===== config.mk =====
export PLATFORM = sky130hd
export DESIGN_NAME = nor_pgm_seq
export DESIGN_NICKNAME = d
export VERILOG_FILES = /design/src/rtl/nps_pkg.sv /design/src/rtl/nps_sync.sv /design/src/rtl/nps_wait_timer.sv /design/src/rtl/nor_pgm_seq.sv
export SDC_FILE = /design/constraint.sdc
export NUM_CORES = 1
export LEC_CHECK = 0
export BUFFER_PORTS_ARGS = -buffer_cell sky130_fd_sc_hd__clkbuf_2
export CAP_MARGIN = 5
export CELL_PAD_IN_SITES_DETAIL_PLACEMENT = 1
export CELL_PAD_IN_SITES_GLOBAL_PLACEMENT = 1
export CORE_MARGIN = 1.5
export CORE_UTILIZATION = 35
export DETAILED_ROUTE_END_ITERATION = 7
export GPL_TIMING_DRIVEN = 0
export PLACE_DENSITY = 0.72
export SYNTH_ARGS = -nofsm -noshare
export SYNTH_HDL_FRONTEND = slang
export SYNTH_SLANG_ARGS = --single-unit
export TNS_END_PERCENT = 20

===== constraint.sdc =====
create_clock -name clk -period 2.2 [get_ports clk]
set_input_delay 0.11 -clock clk [delete_from_list [all_inputs] [get_ports clk]]
set_output_delay 0.11 -clock clk [all_outputs]
set_load 0.1 [all_outputs]

===== src/rtl/nps_pkg.sv =====
package nps_pkg;

  typedef enum logic [2:0] {
    ST_IDLE,
    ST_RD,
    ST_WSU,
    ST_WLO,
    ST_WHD,
    ST_WAIT
  } nps_state_e;

  localparam int CMD_STEPS = 4;

  localparam logic [11:0] SEQ_A0 = 12'h555;
  localparam logic [11:0] SEQ_A1 = 12'h2AA;
  localparam logic [11:0] SEQ_A2 = 12'h555;
  localparam logic [7:0]  SEQ_D0 = 8'hAA;
  localparam logic [7:0]  SEQ_D1 = 8'h55;
  localparam logic [7:0]  SEQ_D2 = 8'hA0;

endpackage


===== src/rtl/nps_sync.sv =====
module nps_sync #(
  parameter int   STAGES  = 2,
  parameter logic RST_VAL = 1'b0
) (
  input  logic clk,
  input  logic rst_n,
  input  logic d,
  output logic q
);

  for (genvar i = 0; i < STAGES; i++) begin : g_stage
    logic r;
    if (i == 0) begin : g_first
      always_ff @(posedge clk or negedge rst_n) begin
        if (!rst_n) r <= RST_VAL;
        else        r <= d;
      end
    end else begin : g_next
      always_ff @(posedge clk or negedge rst_n) begin
        if (!rst_n) r <= RST_VAL;
        else        r <= g_stage[i-1].r;
      end
    end
  end

  assign q = g_stage[STAGES-1].r;

endmodule


===== src/rtl/nps_wait_timer.sv =====
module nps_wait_timer #(
  parameter int LIMIT = 4096,
  parameter int BLANK = 3
) (
  input  logic clk,
  input  logic rst_n,
  input  logic run,
  input  logic rdy,
  output logic fin_ok,
  output logic fin_tmo
);

  localparam int TW = $clog2(LIMIT + 1);

  logic [TW-1:0] cnt_q, cnt_d;
  logic          at_lim;

  assign at_lim  = (cnt_q == TW'(LIMIT - 1));
  assign fin_ok  = run && rdy && (cnt_q >= TW'(BLANK));
  assign fin_tmo = run && !fin_ok && at_lim;

  always_comb begin
    cnt_d = cnt_q;
    if (!run)        cnt_d = '0;
    else if (!at_lim) cnt_d = cnt_q + 1'b1;
  end

  always_ff @(posedge clk or negedge rst_n) begin
    if (!rst_n) cnt_q <= '0;
    else        cnt_q <= cnt_d;
  end

  AST_TMO_LEAVES_WAIT: assert property (@(posedge clk) disable iff (!rst_n)
    fin_tmo |=> !run);

endmodule


===== src/rtl/nor_pgm_seq.sv =====
module nor_pgm_seq
  import nps_pkg::*;
#(
  parameter int AW          = 20,
  parameter int DW          = 16,
  parameter int WE_LOW_CLKS = 2,
  parameter int RD_CLKS     = 2,
  parameter int TMO_LIMIT   = 4096,
  parameter int SYNC_STAGES = 2
) (
  input  logic          clk,
  input  logic          rst_n,
  input  logic          host_req,
  input  logic          host_wr,
  input  logic [AW-1:0] host_addr,
  input  logic [DW-1:0] host_wdata,
  output logic          host_ack,
  output logic          host_busy,
  output logic          host_err,
  output logic          rd_valid,
  output logic [DW-1:0] rd_data,
  output logic          fl_ce_n,
  output logic          fl_oe_n,
  output logic          fl_we_n,
  output logic [AW-1:0] fl_addr,
  output logic [DW-1:0] fl_dq_o,
  output logic          fl_dq_oe,
  input  logic [DW-1:0] fl_dq_i,
  input  logic          fl_rdy
);

  localparam int         PH_MAX    = (WE_LOW_CLKS > RD_CLKS) ? WE_LOW_CLKS : RD_CLKS;
  localparam int         CW        = $clog2(PH_MAX + 1);
  localparam int         BLANK     = SYNC_STAGES + 1;
  localparam logic [1:0] LAST_STEP = 2'(CMD_STEPS - 1);

  nps_state_e    state_q, state_d;
  logic [1:0]    step_q, step_d;
  logic [CW-1:0] ph_q, ph_d;
  logic [AW-1:0] tgt_a_q;
  logic [DW-1:0] tgt_d_q;
  logic [AW-1:0] cmd_a;
  logic [DW-1:0] cmd_d;
  logic          cap_rd;
  logic          ce_d, oe_d, we_d, drv_d;
  logic          rdy_s, fin_ok, fin_tmo, waiting;

  assign host_ack  = (state_q == ST_IDLE) && host_req;
  assign host_busy = (state_q == ST_WSU) || (state_q == ST_WLO) ||
                     (state_q == ST_WHD) || (state_q == ST_WAIT);
  assign waiting   = (state_q == ST_WAIT);

  nps_sync #(.STAGES(SYNC_STAGES), .RST_VAL(1'b0)) u_rdy_sync (
    .clk(clk), .rst_n(rst_n), .d(fl_rdy), .q(rdy_s)
  );

  nps_wait_timer #(.LIMIT(TMO_LIMIT), .BLANK(BLANK)) u_wait (
    .clk(clk), .rst_n(rst_n), .run(waiting), .rdy(rdy_s),
    .fin_ok(fin_ok), .fin_tmo(fin_tmo)
  );

  // next-state
  always_comb begin
    state_d = state_q;
    step_d  = step_q;
    ph_d    = ph_q;
    cap_rd  = 1'b0;
    unique case (state_q)
      ST_IDLE: if (host_req) begin
        ph_d    = '0;
        step_d  = '0;
        state_d = host_wr ? ST_WSU : ST_RD;
      end
      ST_RD: if (ph_q == CW'(RD_CLKS - 1)) begin
        state_d = ST_IDLE;
        cap_rd  = 1'b1;
      end else begin
        ph_d = ph_q + 1'b1;
      end
      ST_WSU: begin
        state_d = ST_WLO;
        ph_d    = '0;
      end
      ST_WLO: if (ph_q == CW'(WE_LOW_CLKS - 1)) state_d = ST_WHD;
              else ph_d = ph_q + 1'b1;
      ST_WHD: if (step_q == LAST_STEP) begin
        state_d = ST_WAIT;
      end else begin
        step_d  = step_q + 1'b1;
        state_d = ST_WSU;
      end
      ST_WAIT: if (fin_ok || fin_tmo) state_d = ST_IDLE;
      default: state_d = ST_IDLE;
    endcase
  end

  // strobe decode of the next state, registered below
  always_comb begin
    ce_d  = 1'b0;
    oe_d  = 1'b0;
    we_d  = 1'b0;
    drv_d = 1'b0;
    unique case (state_d)
      ST_RD:         begin ce_d = 1'b1; oe_d = 1'b1; end
      ST_WSU, ST_WHD: begin ce_d = 1'b1; drv_d = 1'b1; end
      ST_WLO:        begin ce_d = 1'b1; we_d = 1'b1; drv_d = 1'b1; end
      default:       ;
    endcase
  end

  // command word selection
  always_comb begin
    case (step_q)
      2'd0:    begin cmd_a = AW'(SEQ_A0); cmd_d = DW'(SEQ_D0); end
      2'd1:    begin cmd_a = AW'(SEQ_A1); cmd_d = DW'(SEQ_D1); end
      default: begin cmd_a = AW'(SEQ_A2); cmd_d = DW'(SEQ_D2); end
    endcase
  end

  assign fl_addr = (host_busy && step_q != LAST_STEP) ? cmd_a : tgt_a_q;
  assign fl_dq_o = (step_q != LAST_STEP) ? cmd_d : tgt_d_q;

  always_ff @(posedge clk or negedge rst_n) begin
    if (!rst_n) begin
      state_q  <= ST_IDLE;
      step_q   <= '0;
      ph_q     <= '0;
      fl_ce_n  <= 1'b1;
      fl_oe_n  <= 1'b1;
      fl_we_n  <= 1'b1;
      fl_dq_oe <= 1'b0;
    end else begin
      state_q  <= state_d;
      step_q   <= step_d;
      ph_q     <= ph_d;
      fl_ce_n  <= !ce_d;
      fl_oe_n  <= !oe_d;
      fl_we_n  <= !we_d;
      fl_dq_oe <= drv_d;
    end
  end

  always_ff @(posedge clk or negedge rst_n) begin
    if (!rst_n) begin
      tgt_a_q <= '0;
      tgt_d_q <= '0;
    end else if (host_ack) begin
      tgt_a_q <= host_addr;
      tgt_d_q <= host_wdata;
    end
  end

  always_ff @(posedge clk or negedge rst_n) begin
    if (!rst_n) begin
      host_err <= 1'b0;
      rd_valid <= 1'b0;
      rd_data  <= '0;
    end else begin
      rd_valid <= cap_rd;
      if (cap_rd) rd_data <= fl_dq_i;
      if (host_ack)              host_err <= 1'b0;
      else if (waiting && fin_tmo) host_err <= 1'b1;
    end
  end

  AST_NO_CONTENTION: assert property (@(posedge clk) disable iff (!rst_n)
    !(fl_dq_oe && !fl_oe_n));
  AST_WE_NEEDS_CE: assert property (@(posedge clk) disable iff (!rst_n)
    !fl_we_n |-> (!fl_ce_n && fl_oe_n));
  AST_WE_SETUP_STABLE: assert property (@(posedge clk) disable iff (!rst_n)
    $fell(fl_we_n) |-> ($stable(fl_addr) && $stable(fl_dq_o)));
  AST_WE_HOLD_STABLE: assert property (@(posedge clk) disable iff (!rst_n)
    $rose(fl_we_n) |-> ($stable(fl_addr) && $stable(fl_dq_o) && fl_dq_oe));
  AST_ACK_WHEN_FREE: assert property (@(posedge clk) disable iff (!rst_n)
    host_ack |-> !host_busy);
  AST_ERR_AT_END: assert property (@(posedge clk) disable iff (!rst_n)
    $rose(host_err) |-> $fell(host_busy));
  AST_RDVALID_AFTER_READ: assert property (@(posedge clk) disable iff (!rst_n)
    rd_valid |-> $past(!fl_oe_n));

endmodule


# After elaboration in Yosys (flattened, before gate mapping)
# Index checks and enable logic that the tools add are counted.
# op_classes
n_mux	26
n_mul	0
n_eq_ne	18
bitwise_logic	0
div_mod_pow	0
magnitude_cmp	1
shift	0
add_sub_neg	3
reduce_logical	25
# ops
cell	n
two-way mux 13 bit	2
two-way mux 20 bit	1
case mux 3 bit (6 select lines)	1
two-way mux 16 bit	1
case mux 8 bit (2 select lines)	1
two-way mux 3 bit	5
adder 13 x 1 -> 13 bit, second input constant	1
equality test 13 x 12 -> 1 bit, second input constant	1
greater-or-equal comparator 13 x 2 -> 1 bit, second input constant	1
equality test 3 x 2 -> 1 bit, second input constant	4
two-way mux 11 bit	1
!= test 2 bit, second input constant	5
equality test 3 bit, second input constant	3
two-way mux 1 bit	8
two-way mux 2 bit	4
logical AND 1 bit	7
equality test 3 x 1 -> 1 bit, second input constant	2
case mux 2 bit (3 select lines)	1
AND reduction 3 bit	2
adder 2 x 1 -> 2 bit, second input constant	2
equality test 2 x 1 -> 1 bit, second input constant	2
zero test 1 bit	4
logical OR 1 bit	4
case mux 2 bit (2 select lines)	1
other kinds (8)	9
# word_totals
mem_bits_ro	0
latch_bits	0
wordCells	88
reg_bits	80
input_bits	57
mem_count	0
ram_bits	0

# Logic depth before layout (Yosys ltp)
# Gate-level depths: netlist of the first run.
# logic_depth
ltp_word	13
ltp_mapped	6
mapped_depth_nobuf	6

# Cells and area by module
# A second synthesis of the first run with hierarchy kept.
# unflattened
hier_cells	316
hier_area_um2	3754.9
# modules_own_cells
module	cells_per_inst	area_per_inst_um2	instances
nor_pgm_seq	237	2944.1	1
nps_wait_timer	77	760.7	1
nps_sync	2	50.0	1

# Least setup slack after synthesis of the first run
# No wires, ideal clock.
# synth_path
path_type	register to output
start	reg step_q[0]
end	out fl_dq_o[5]
n_path_buf	2
stages_incl_launch_ff	5
t_arrival_ns	3.120
required_time_ns	2.090
slack_ns	-1.030
cell_sequence	dfrtp_1 ha_1 clkbuf_1 clkbuf_1 o21ai_0
# synth_via
elab_chain_len	3
word_cells_on_any_way	5
cone_classes	eq/ne: 2; mux: 2; reduce/logical: 1
# synth_lines
element	line_no	text
start, declared	nor_pgm_seq.sv:38	logic [1:0] step_q, step_d;
start signal, assigned	nor_pgm_seq.sv:134	step_q <= step_d;
equality test 2 x 1 -> 1 bit or zero test 2 bit (tied branches)	nor_pgm_seq.sv:113	case (step_q)
case mux 8 bit (2 select lines)	nor_pgm_seq.sv:113	
two-way mux 16 bit (*)	nor_pgm_seq.sv:121	assign fl_dq_o = (step_q != LAST_STEP) ? cmd_d : tgt_d_q;
end, declared	nor_pgm_seq.sv:26	output logic [DW-1:0] fl_dq_o,
# Every way passes the cells marked *; elsewhere a longest branch is shown, timed or not.

# Worst setup path in the final report of the first run
# layout_path
start	reg step_q[0]
end	out fl_addr[18]
# layout_via
elab_chain_len	3
# layout_lines
element	line_no	text
!= test 2 bit	nor_pgm_seq.sv:120	assign fl_addr = (host_busy && step_q != LAST_STEP) ? cmd_a : tgt_a_q;
logical AND 1 bit	nor_pgm_seq.sv:120	
two-way mux 20 bit	nor_pgm_seq.sv:120	
end, declared	nor_pgm_seq.sv:25	output logic [AW-1:0] fl_addr,
# Every way passes these cells.

==> impl_metrics.csv, run 1 <==
group,metric,value,unit
status,status,"finished, final reports clean",
timing,fmax,0.473,GHz
floorplan,die_area,0.0112,sq mm
setup_path,crit_path_end_kind,"output pin",
detailed_routing,ant_nets,0,
clocking,clock-sinks,80,
logic_synthesis,synth_area_leaders,"dfrtp_1 (52%), mux2_2 (15%), nand2_1 (3.3%)",
worst_hold_path,min_path_type,"in2reg",
clocking,cts_root_buffer,"clkbuf_8",
global_route,grt_most_used_layer,"met2",
detailed_routing,route.detailed.drc,0,
timing,slew_viol_final,0,
timing,setup_violations,0,
place,gp_congestion,0.771,
logic_synthesis,synth_top_area_share,52.3,%
clocking,insertion_delay,0.36,ns
logic_synthesis,netlist_instances,314,
global_route,grt_use_met2,36.6,%
logic_synthesis,avgSynthCellArea,11.7,sq um
final_layout,drive_gt1_share,42.1,%
logic_synthesis,ys_types,49,
place,place_area,0.00447,sq mm
logic_synthesis,synth_nets,378,
detailed_routing,first_pass_iters,4,
timing,tightest_slew,0.566,ns
floorplan,ios,117,
final_layout,nets,558,
setup_path,start_kind,"register",
logic_synthesis,ys.flop_type,"dfrtp_1",
setup_path,crit_type,"reg2out",
floorplan,initial_utilization,35.9,%
final_layout,fin_util,53.3,%
global_route,grt_antenna_before_repair,0,
clocking,cts_max_level,3,
place,placed_cells,567,
global_route,met3_usage,3.83,%
final_layout,instances_no_fill,635,
clocking,cts_made_buffers,9,
floorplan,coreArea,0.0103,sq mm
timing,hold_viol_final,0,
global_route,grt_usage,21.1,%
logic_synthesis,synth_seq_cells,80,
place,dpl.hpwl,6830,um
setup_path,crit_arrival,2.01,ns
final_layout,finish.instance_area,0.00548,sq mm
setup_path,worst-path-max-fanout,10,
clocking,cts_tree,"built",
logic_synthesis,synth_edf_count,0,
final_layout,syn_to_final_growth,48.5,%
timing,relSlewSlack,62.4,%
logic_synthesis,yosysWarnings,0,
logic_synthesis,syn-cell-area,0.00369,sq mm
logic_synthesis,async_reset_ff_share,100,%
detailed_routing,drtIter0Drc,123,
floorplan,die_width,106,um
timing,period_minus_slack,2.12,ns
global_route,overflow,0,
place,portBuffers,116,
global_route,grt_pass1_vias,3537,
floorplan,row_count,37,
global_route,grt_pass1_wl,18200,um
logic_synthesis,synth_most_common_cell,"dfrtp_1",
final_layout,antenna_cells,0,
global_route,met1_usage,25.7,%
detailed_routing,wl,11200,um
logic_synthesis,ys_seq_area_share,54.4,%
logic_synthesis,synth_common_cells,"dfrtp_1 (77), mux2_2 (48), nand2_1 (32)",
setup_path,cp.required,2.09,ns
floorplan,die_height,106,um
timing,post-route-period-util,96.2,%
detailed_routing,wl_per_cell,17.6,um
job,maxCapViolCount,0,
timing,fin_setup_tns,0,ns
detailed_routing,vias,3178,
clocking,clk_pin_slew,0.08,ns
logic_synthesis,yosysTopAreaCell,"dfrtp_1",
global_route,grt_max_degree,65,
detailed_routing,via_per_inst,5.00,
timing,finalClockSkew,0.0145,ns
timing,rsz0062_at_grt,"false",
clocking,clock_path_buffers,2,
cells in the final DEF (no fill, tap or decap), types with 3 or more instances in the layout:
cell and instances:
or3_1 5, a22o_1 5, and3_1 4, buf_4 8, nand3_1 10, clkbuf_8 32, a21oi_1 7, a21o_1 6
clkbuf_1 6, ha_1 5, dfstp_2 3, dfrtp_1 76, o21ai_1 3, o21ai_0 8, clkbuf_2 89, mux2_2 48
nand2_1 32, mux2_1 4, nor2_1 8, nand2b_1 3, dlygate4sd3_1 49, a31oi_1 5, nor3_1 4, inv_1 4
and2_1 17, clkbuf_4 11
registers in the layout, indices dropped and copies added, names as in the netlist:
register,flops
fl_dq_oe,1
tgt_d_q,16
u_rdy_sync.q,1
u_rdy_sync.g_stage.r,1
fl_ce_n,1
host_err,1
step_q,2
rd_data,16
rd_valid,1
fl_we_n,1
fl_oe_n,1
state_q,3
ph_q,2
u_wait.cnt_q,13
tgt_a_q,20
per-layer routing:
layer | wire (um) | up-vias
li1 | - | 1470
met1 | 4630 | 1607
met2 | 5820 | 76
met3 | 383 | 25
met4 | 337 | 0
met5 | 0 | -
critical path: stages, from the launching register on:
cell and delay (ns):
dfrtp_2 0.46, ha_4 0.22, nand2b_1 0.25, clkbuf_2 0.27, and2_1 0.21, clkbuf_8 0.25
through the flow:
step / setup slack [ns] / hold WS, ns
2_1_floorplan: -0.277 / -0.186
3_3_place_gp: -0.0459 / 0.223
3_5_place_dp: -0.0913 / 0.0284
4_1_cts: -0.0902 / 0.0000127
5_1_grt: 0.00761 / 0.00275
6_report: 0.0838 / 0.00295
cells by family (layout without fill, tap and decap cells):
logic type                 count (synthesis)  after routing  synth area share (%)
AOI/OAI and AO/OA                         46             46                  8.62
xor gates and xnor gates                   3              3                 0.713
adders and majority gates                  7              7                  2.38
buffers and inverters                     20            205                  2.24
DFF                                       80             80                  54.4
muxes                                     53             53                  16.2
and+or+nand+nor                          105            105                  15.5
final timing paths:
check                                   startpoint      endpoint  slack, ns  cells past startpoint
max in group asynchronous                    rst_n       fl_ce_n       1.34                      3
min                                   host_addr[3]    tgt_a_q[3]      0.003                      2
max                                      step_q[0]   fl_addr[18]       0.08                      5
max reg2reg                             state_q[1]   tgt_a_q[11]       0.11                      6
min reg2reg                u_rdy_sync.g_stage[0].r  u_rdy_sync.q       0.38                      0
min in group asynchronous                    rst_n    rd_data[4]       0.22                      2
layout make-up:
| class | instances | area (sq um) |
|---|---|---|
| buffer | 15 | 80.1 |
| clock buffer | 14 | 173 |
| clock inverter | 2 | 60.1 |
| fill | 1128 | 4800 |
| inverter | 4 | 15.0 |
| multi-input combinational | 214 | 1630 |
| sequential | 80 | 2010 |
| tap | 136 | 170 |
| timing repair buffer | 170 | 1340 |
repair_timing:
item	4_1_cts	5_1_grt
pin swaps	0	1
setup buffers	0	4
hold buffers	46	3
endpoints found under the hold margin	70	3
resized for setup	60	11
endpoints found under the setup margin	66	57
Power of run 1 is left out: the tool's default activity adds up to more than one toggle a clock period on the data nets, which glitch-free logic cannot reach.
==> run 2: changes to the inputs <==
--- a/config.mk
+++ b/config.mk
@@ -9,10 +9,10 @@
 export CAP_MARGIN = 5
 export CELL_PAD_IN_SITES_DETAIL_PLACEMENT = 1
 export CELL_PAD_IN_SITES_GLOBAL_PLACEMENT = 1
-export CORE_MARGIN = 1.5
+export CORE_ASPECT_RATIO = 1.1
+export CORE_MARGIN = 4
 export CORE_UTILIZATION = 35
 export DETAILED_ROUTE_END_ITERATION = 7
-export GPL_TIMING_DRIVEN = 0
 export PLACE_DENSITY = 0.72
 export SYNTH_ARGS = -nofsm -noshare
 export SYNTH_HDL_FRONTEND = slang
==> run 2 against run 1 <==
Sequential cell count unchanged. Wire length decreased by 8.9%. Clock skew is 0.0064 ns lower. Critical endpoint is now state_q[0]. Die area increased by 9.7%. First-iteration DRC count is 38% lower. Count of clock-buffer cells in the layout fell by 3. Utilization decreased by 1.5 points. Critical path type is now reg2reg.
==> impl_metrics.csv, run 2 (same netlist as run 1, synthesis figures left out) <==
group,metric,value,unit
place,gp_congestion,0.857,
clocking,cts_tree,"built",
final_layout,nets,507,
global_route,grt_antenna_before_repair,0,
detailed_routing,vias,2925,
final_layout,instances_no_fill,590,
timing,fmax,0.480,GHz
setup_path,worst-path-max-fanout,7,
final_layout,final_cell_mix,"clkbuf_2 (82), dfrtp_1 (76), mux2_2 (48)",
place,dpl.hpwl,7550,um
detailed_routing,first_pass_iters,4,
floorplan,coreArea,0.0103,sq mm
setup_path,cp_slowest_cell,"or4_4",
worst_hold_path,min_path_type,"in2reg",
setup_path,cp.required,2.45,ns
clocking,clock-sinks,80,
final_layout,top_regs,"tgt_a_q: 20 flops, rd_data: 16 flops, tgt_d_q: 16 flops",
setup_path,crit_path_end_kind,"register",
timing,slew_viol_final,0,
global_route,grt_usage,17.2,%
global_route,overflow,0,
floorplan,initial_utilization,35.6,%
clocking,clock_path_buffers,2,
detailed_routing,drtIter0Drc,76,
global_route,grt_pass1_wl,16600,um
timing,post-route-period-util,94.8,%
timing,setup_violations,0,
final_layout,drive_gt1_share,46.3,%
setup_path,critPathLaunch,"u_wait.cnt_q[5]",
clocking,clk_pin_slew,0.06,ns
setup_path,crit_type,"reg2reg",
setup_path,critPathBufInv,0,
detailed_routing,route.detailed.drc,0,
detailed_routing,wl,10200,um
global_route,grt_max_degree,44,
clocking,cts_root_buffer,"clkbuf_16",
global_route,grt_pass1_vias,3229,
detailed_routing,ant_nets,0,
clocking,cts_made_buffers,9,
timing,hold_viol_final,0,
timing,finalClockSkew,0.00808,ns
timing,tightest_slew,0.570,ns
worst_hold_path,hold_start,"fl_dq_i[1]",
floorplan,die_height,116,um
setup_path,cp_cell_sequence,"or4_4 > o41ai_2 > or3b_1 > a31oi_1",
final_layout,antenna_cells,0,
timing,rsz0062_at_grt,"false",
setup_path,regToRegStartpoint,"u_wait.cnt_q[5]",
setup_path,crit_arrival,2.33,ns
final_layout,final_common_cell,"clkbuf_2",
clocking,cts_setup_buffers,0,
place,placed_cells,571,
final_layout,syn_to_final_growth,45.4,%
floorplan,row_count,39,
status,status,"finished, final reports clean",
timing,period_minus_slack,2.08,ns
final_layout,largest_register_ffs,20,
clocking,cts_max_level,3,
floorplan,ios,117,
clocking,insertion_delay,0.33,ns
setup_path,slowest_delay,0.57,ns
job,maxCapViolCount,0,
timing,relSlewSlack,62.2,%
place,portBuffers,116,
floorplan,die_width,106,um
setup_path,crit_family,"simple AND/OR/NAND/NOR gates",
detailed_routing,via_per_inst,4.96,
detailed_routing,wl_per_cell,17.3,um
floorplan,die_area,0.0122,sq mm
setup_path,start_kind,"register",
final_layout,regMostFlops,"tgt_a_q",
[run 2: cell count changes in the layout (fill, tap and decap cells not counted), moves of 2 or more]
cell / change
buf_4: +6
clkbuf_8: -31
clkbuf_16: +9
clkbuf_1: -5
buf_12: +34
clkbuf_4: -11
clkbuf_2: -7
clkinv_2: +2
dlygate4sd3_1: -45
buf_2: -2
[run 2: per-stage QoR]
| step | util (%) | setup slack (ns) | hold WS, ns | area [sq um] | TNS, ns |
|---|---|---|---|---|---|
| finish | 51.8 | 0.115 | 0.00749 | 5360 | 0 |
| floorplan | - | -0.277 | -0.186 | 3690 | -0.654 |
| global placement | 48.4 | 0.230 | 0.139 | 5000 | 0 |
| global route | 51.8 | 0.00335 | 0.00700 | 5360 | 0 |
| CTS | 51.8 | 0.0270 | 0.00139 | 5360 | 0 |
| detailed placement | 48.4 | 0.129 | 0.140 | 5000 | 0 |
[run 2: final timing paths]
check	endpoint	slack (ns)	cells past startpoint
max	state_q[0]	0.12	4
min	rd_data[1]	0.007	2
max reg2reg	state_q[0]	0.12	4
min reg2reg	u_rdy_sync.q	0.35	0
max in group asynchronous	fl_ce_n	1.22	3
min in group asynchronous	tgt_d_q[2]	0.31	2
[run 2: layout make-up]
| cell class | instances | area, sq um |
|---|---|---|
| inverters | 4 | 15.0 |
| well taps | 143 | 179 |
| clock inverters | 4 | 70.1 |
| repair buffers | 134 | 1240 |
| fillers | 1149 | 4980 |
| flip-flops and latches | 80 | 2010 |
| clock buffers | 11 | 243 |
| multi-input cells | 214 | 1610 |
[run 2: layer usage]
metal,vias up,global-route usage (%),wire [um]
met5,-,0,0
met4,0,7.25,222
met3,16,5.63,657
met2,69,30.8,5500
met1,1468,19.0,3800
li1,1372,-,-
[run 2: timing repair]
action,4_1_cts,5_1_grt
hold endpoints to repair,41,0
hold buffers,4,0
setup endpoints to repair,0,6
resized for setup,0,2
[run 2: worst register-to-register path, cell delays in order (launching register included)]
cell	delay, ns
dfrtp_1	0.46
or4_4	0.58
o41ai_2	0.42
or3b_1	0.41
a31oi_1	0.14
Power of run 2 is left out for the same reason.
==> run 3: changes to the inputs <==
--- a/config.mk
+++ b/config.mk
@@ -16,5 +16,6 @@
 export PLACE_DENSITY = 0.72
 export SYNTH_ARGS = -nofsm -noshare
 export SYNTH_HDL_FRONTEND = slang
+export SYNTH_HIERARCHICAL = 1
 export SYNTH_SLANG_ARGS = --single-unit
 export TNS_END_PERCENT = 20
==> run 3 against run 2 <==
Clock skew about the same. Register-to-register slack about the same. Wire length up 5.0%. Count of clock-buffer cells in the layout down 1. Area after synthesis up 1.9%. Fmax down 0.71%. Critical endpoint unchanged. Largest cell class unchanged.
==> impl_metrics.csv, run 3 <==
group,metric,value,unit
setup_path,worst-path-max-fanout,2,
logic_synthesis,synth_edf_count,0,
floorplan,die_height,117,um
detailed_routing,wl,10700,um
detailed_routing,first_pass_iters,4,
logic_synthesis,yosysTopAreaCell,"dfrtp_1",
floorplan,die_area,0.0125,sq mm
logic_synthesis,synth_top_area_share,51.3,%
floorplan,ios,117,
clocking,clock_path_buffers,2,
logic_synthesis,synth_most_common_cell,"dfrtp_1",
logic_synthesis,netlist_instances,316,
final_layout,drive_gt1_share,46.9,%
setup_path,slowest_delay,0.42,ns
logic_synthesis,synth_common_cells,"dfrtp_1 (77), mux2_2 (47), nand2_1 (34)",
timing,slew_viol_final,0,
final_layout,largest_register_ffs,20,
logic_synthesis,synth_seq_cells,80,
global_route,grt_pass1_vias,3391,
status,status,"finished, final reports clean",
logic_synthesis,ys.flop_type,"dfrtp_1",
timing,setup_violations,0,
detailed_routing,route.detailed.drc,0,
place,gp_congestion,0.821,
timing,fin_hold_ws,0.00737,ns
setup_path,cp.required,2.43,ns
logic_synthesis,syn-cell-area,0.00375,sq mm
final_layout,syn_to_final_growth,49.6,%
setup_path,crit_arrival,2.33,ns
global_route,grt_pass1_wl,17200,um
final_layout,nets,538,
detailed_routing,drtIter0Drc,62,
setup_path,crit_type,"reg2reg",
final_layout,top_regs,"tgt_a_q: 20 flops, rd_data: 16 flops, tgt_d_q: 16 flops",
global_route,grt_antenna_before_repair,0,
timing,finalClockSkew,0.00761,ns
floorplan,die_width,107,um
final_layout,fin_util,53.8,%
clocking,cts_max_level,3,
clocking,insertion_delay,0.34,ns
logic_synthesis,ys_seq_area_share,53.4,%
timing,relSlewSlack,59.4,%
clocking,cts_tree,"built",
job,maxCapViolCount,0,
timing,tightest_slew,0.609,ns
final_layout,final_common_cell,"clkbuf_2",
floorplan,initial_utilization,36.0,%
timing,post-route-period-util,95.4,%
global_route,grt_usage,17.7,%
final_layout,final_cell_mix,"clkbuf_2 (82), dfrtp_1 (76), mux2_2 (47)",
detailed_routing,vias,3013,
floorplan,coreArea,0.0104,sq mm
detailed_routing,via_per_inst,4.84,
place,dpl.hpwl,7340,um
place,portBuffers,116,
logic_synthesis,synth_nets,379,
clocking,cts_root_buffer,"clkbuf_16",
final_layout,regMostFlops,"tgt_a_q",
timing,fin_setup_tns,0,ns
setup_path,cp_slowest_cell,"or4_4",
timing,fmax,0.476,GHz
logic_synthesis,async_reset_ff_share,100,%
detailed_routing,ant_nets,0,
global_route,grt_max_degree,46,
logic_synthesis,ys_types,48,
logic_synthesis,avgSynthCellArea,11.9,sq um
clocking,cts_made_buffers,9,
final_layout,antenna_cells,0,
global_route,overflow,0,
detailed_routing,wl_per_cell,17.1,um
setup_path,cp_cell_sequence,"ha_1 > or4_4 > a21oi_2 > a31oi_2 > nor3_2 > nor3b_1 > o21ai_1 > a21bo_2",
floorplan,row_count,39,
timing,hold_viol_final,0,
logic_synthesis,yosysWarnings,6,
timing,period_minus_slack,2.10,ns
logic_synthesis,synth_area_leaders,"dfrtp_1 (51%), mux2_2 (14%), nand2_1 (3.4%)",
final_layout,fillCellCount,1145,
worst_hold_path,min_path_type,"in2reg",
setup_path,crit_path_end_kind,"register",
setup_path,start_kind,"register",
clocking,clock-sinks,80,
clocking,clk_pin_slew,0.06,ns
## run 3: cell types whose count changed after synthesis, moves of 7 or more
cell / previous run / this run
nor2b_1: 1 / 13
o21ai_0: 10 / 20
nand3_1: 10 / 1
a21o_1: 8 / 0
inv_1: 4 / 12
and2_1: 17 / 10
buf_6: 0 / 7
## run 3: metal layers
layer	global-route usage (%)	wire length [um]	vias to the layer above
li1	-	-	1413
met1	19.3	4020	1505
met2	32.7	5900	77
met3	4.59	521	18
met4	7.67	247	0
met5	0	0	-
## run 3: kinds of logic after synthesis
group	count (synthesis)	synth area share [%]
xor+xnor	3	0.700
fa+ha+maj	6	2.00
compound gates	44	7.56
flops	80	53.4
buf+inv	28	4.43
mux	54	16.1
simple gates	101	15.8
## run 3: timing repair
| item | CTS | global route |
|---|---|---|
| hold endpoints to repair | 70 | 2 |
| resized for setup | 2 | 10 |
| pin swaps | 0 | 2 |
| hold buffers | 29 | 2 |
| setup buffers | 0 | 1 |
| setup endpoints to repair | 12 | 20 |
## run 3: final timing paths
check / slack [ns] / end / start / cells past startpoint
worst max-delay path: 0.10 / state_q[0] / u_wait/cnt_q[0] / 8
worst min-delay path: 0.007 / tgt_a_q[9] / host_addr[9] / 3
worst max register to register: 0.10 / state_q[0] / u_wait/cnt_q[0] / 8
worst min register to register: 0.35 / u_rdy_sync/q / u_rdy_sync/g_stage[0].r / 0
max in group asynchronous: 1.20 / fl_oe_n / rst_n / 3
min in group asynchronous: 0.33 / tgt_d_q[4] / rst_n / 2
## run 3: critical path: cells and delay by family (launching register included)
family | cells | cell delay, ns
DFF | 1 | 0.38
AOI/OAI and AO/OA | 4 | 0.66
adders and majority gates | 1 | 0.22
and+or+nand+nor | 3 | 0.72
## run 3: cell type report
cell class / count / area [sq um] / share of cell area, %
clock buffers: 10 / 229 / 4.08
well taps: 143 / 179 / 3.19
repair buffers: 164 / 1390 / 24.8
multi-input cells: 208 / 1650 / 29.4
inverters: 12 / 45.0 / 0.802
clock inverters: 6 / 115 / 2.05
flip-flops and latches: 80 / 2010 / 35.7
## run 3: metrics by stage
step / setup slack [ns] / std cells / instance area (sq um)
5_1_grt: -0.0295 / 623 / 5620
2_1_floorplan: -0.433 / 316 / 3790
3_3_place_gp: 0.145 / 575 / 4910
6_report: 0.100 / 623 / 5620
3_5_place_dp: 0.0626 / 575 / 4910
4_1_cts: -0.00338 / 620 / 5550
Power of run 3 is left out for the same reason.
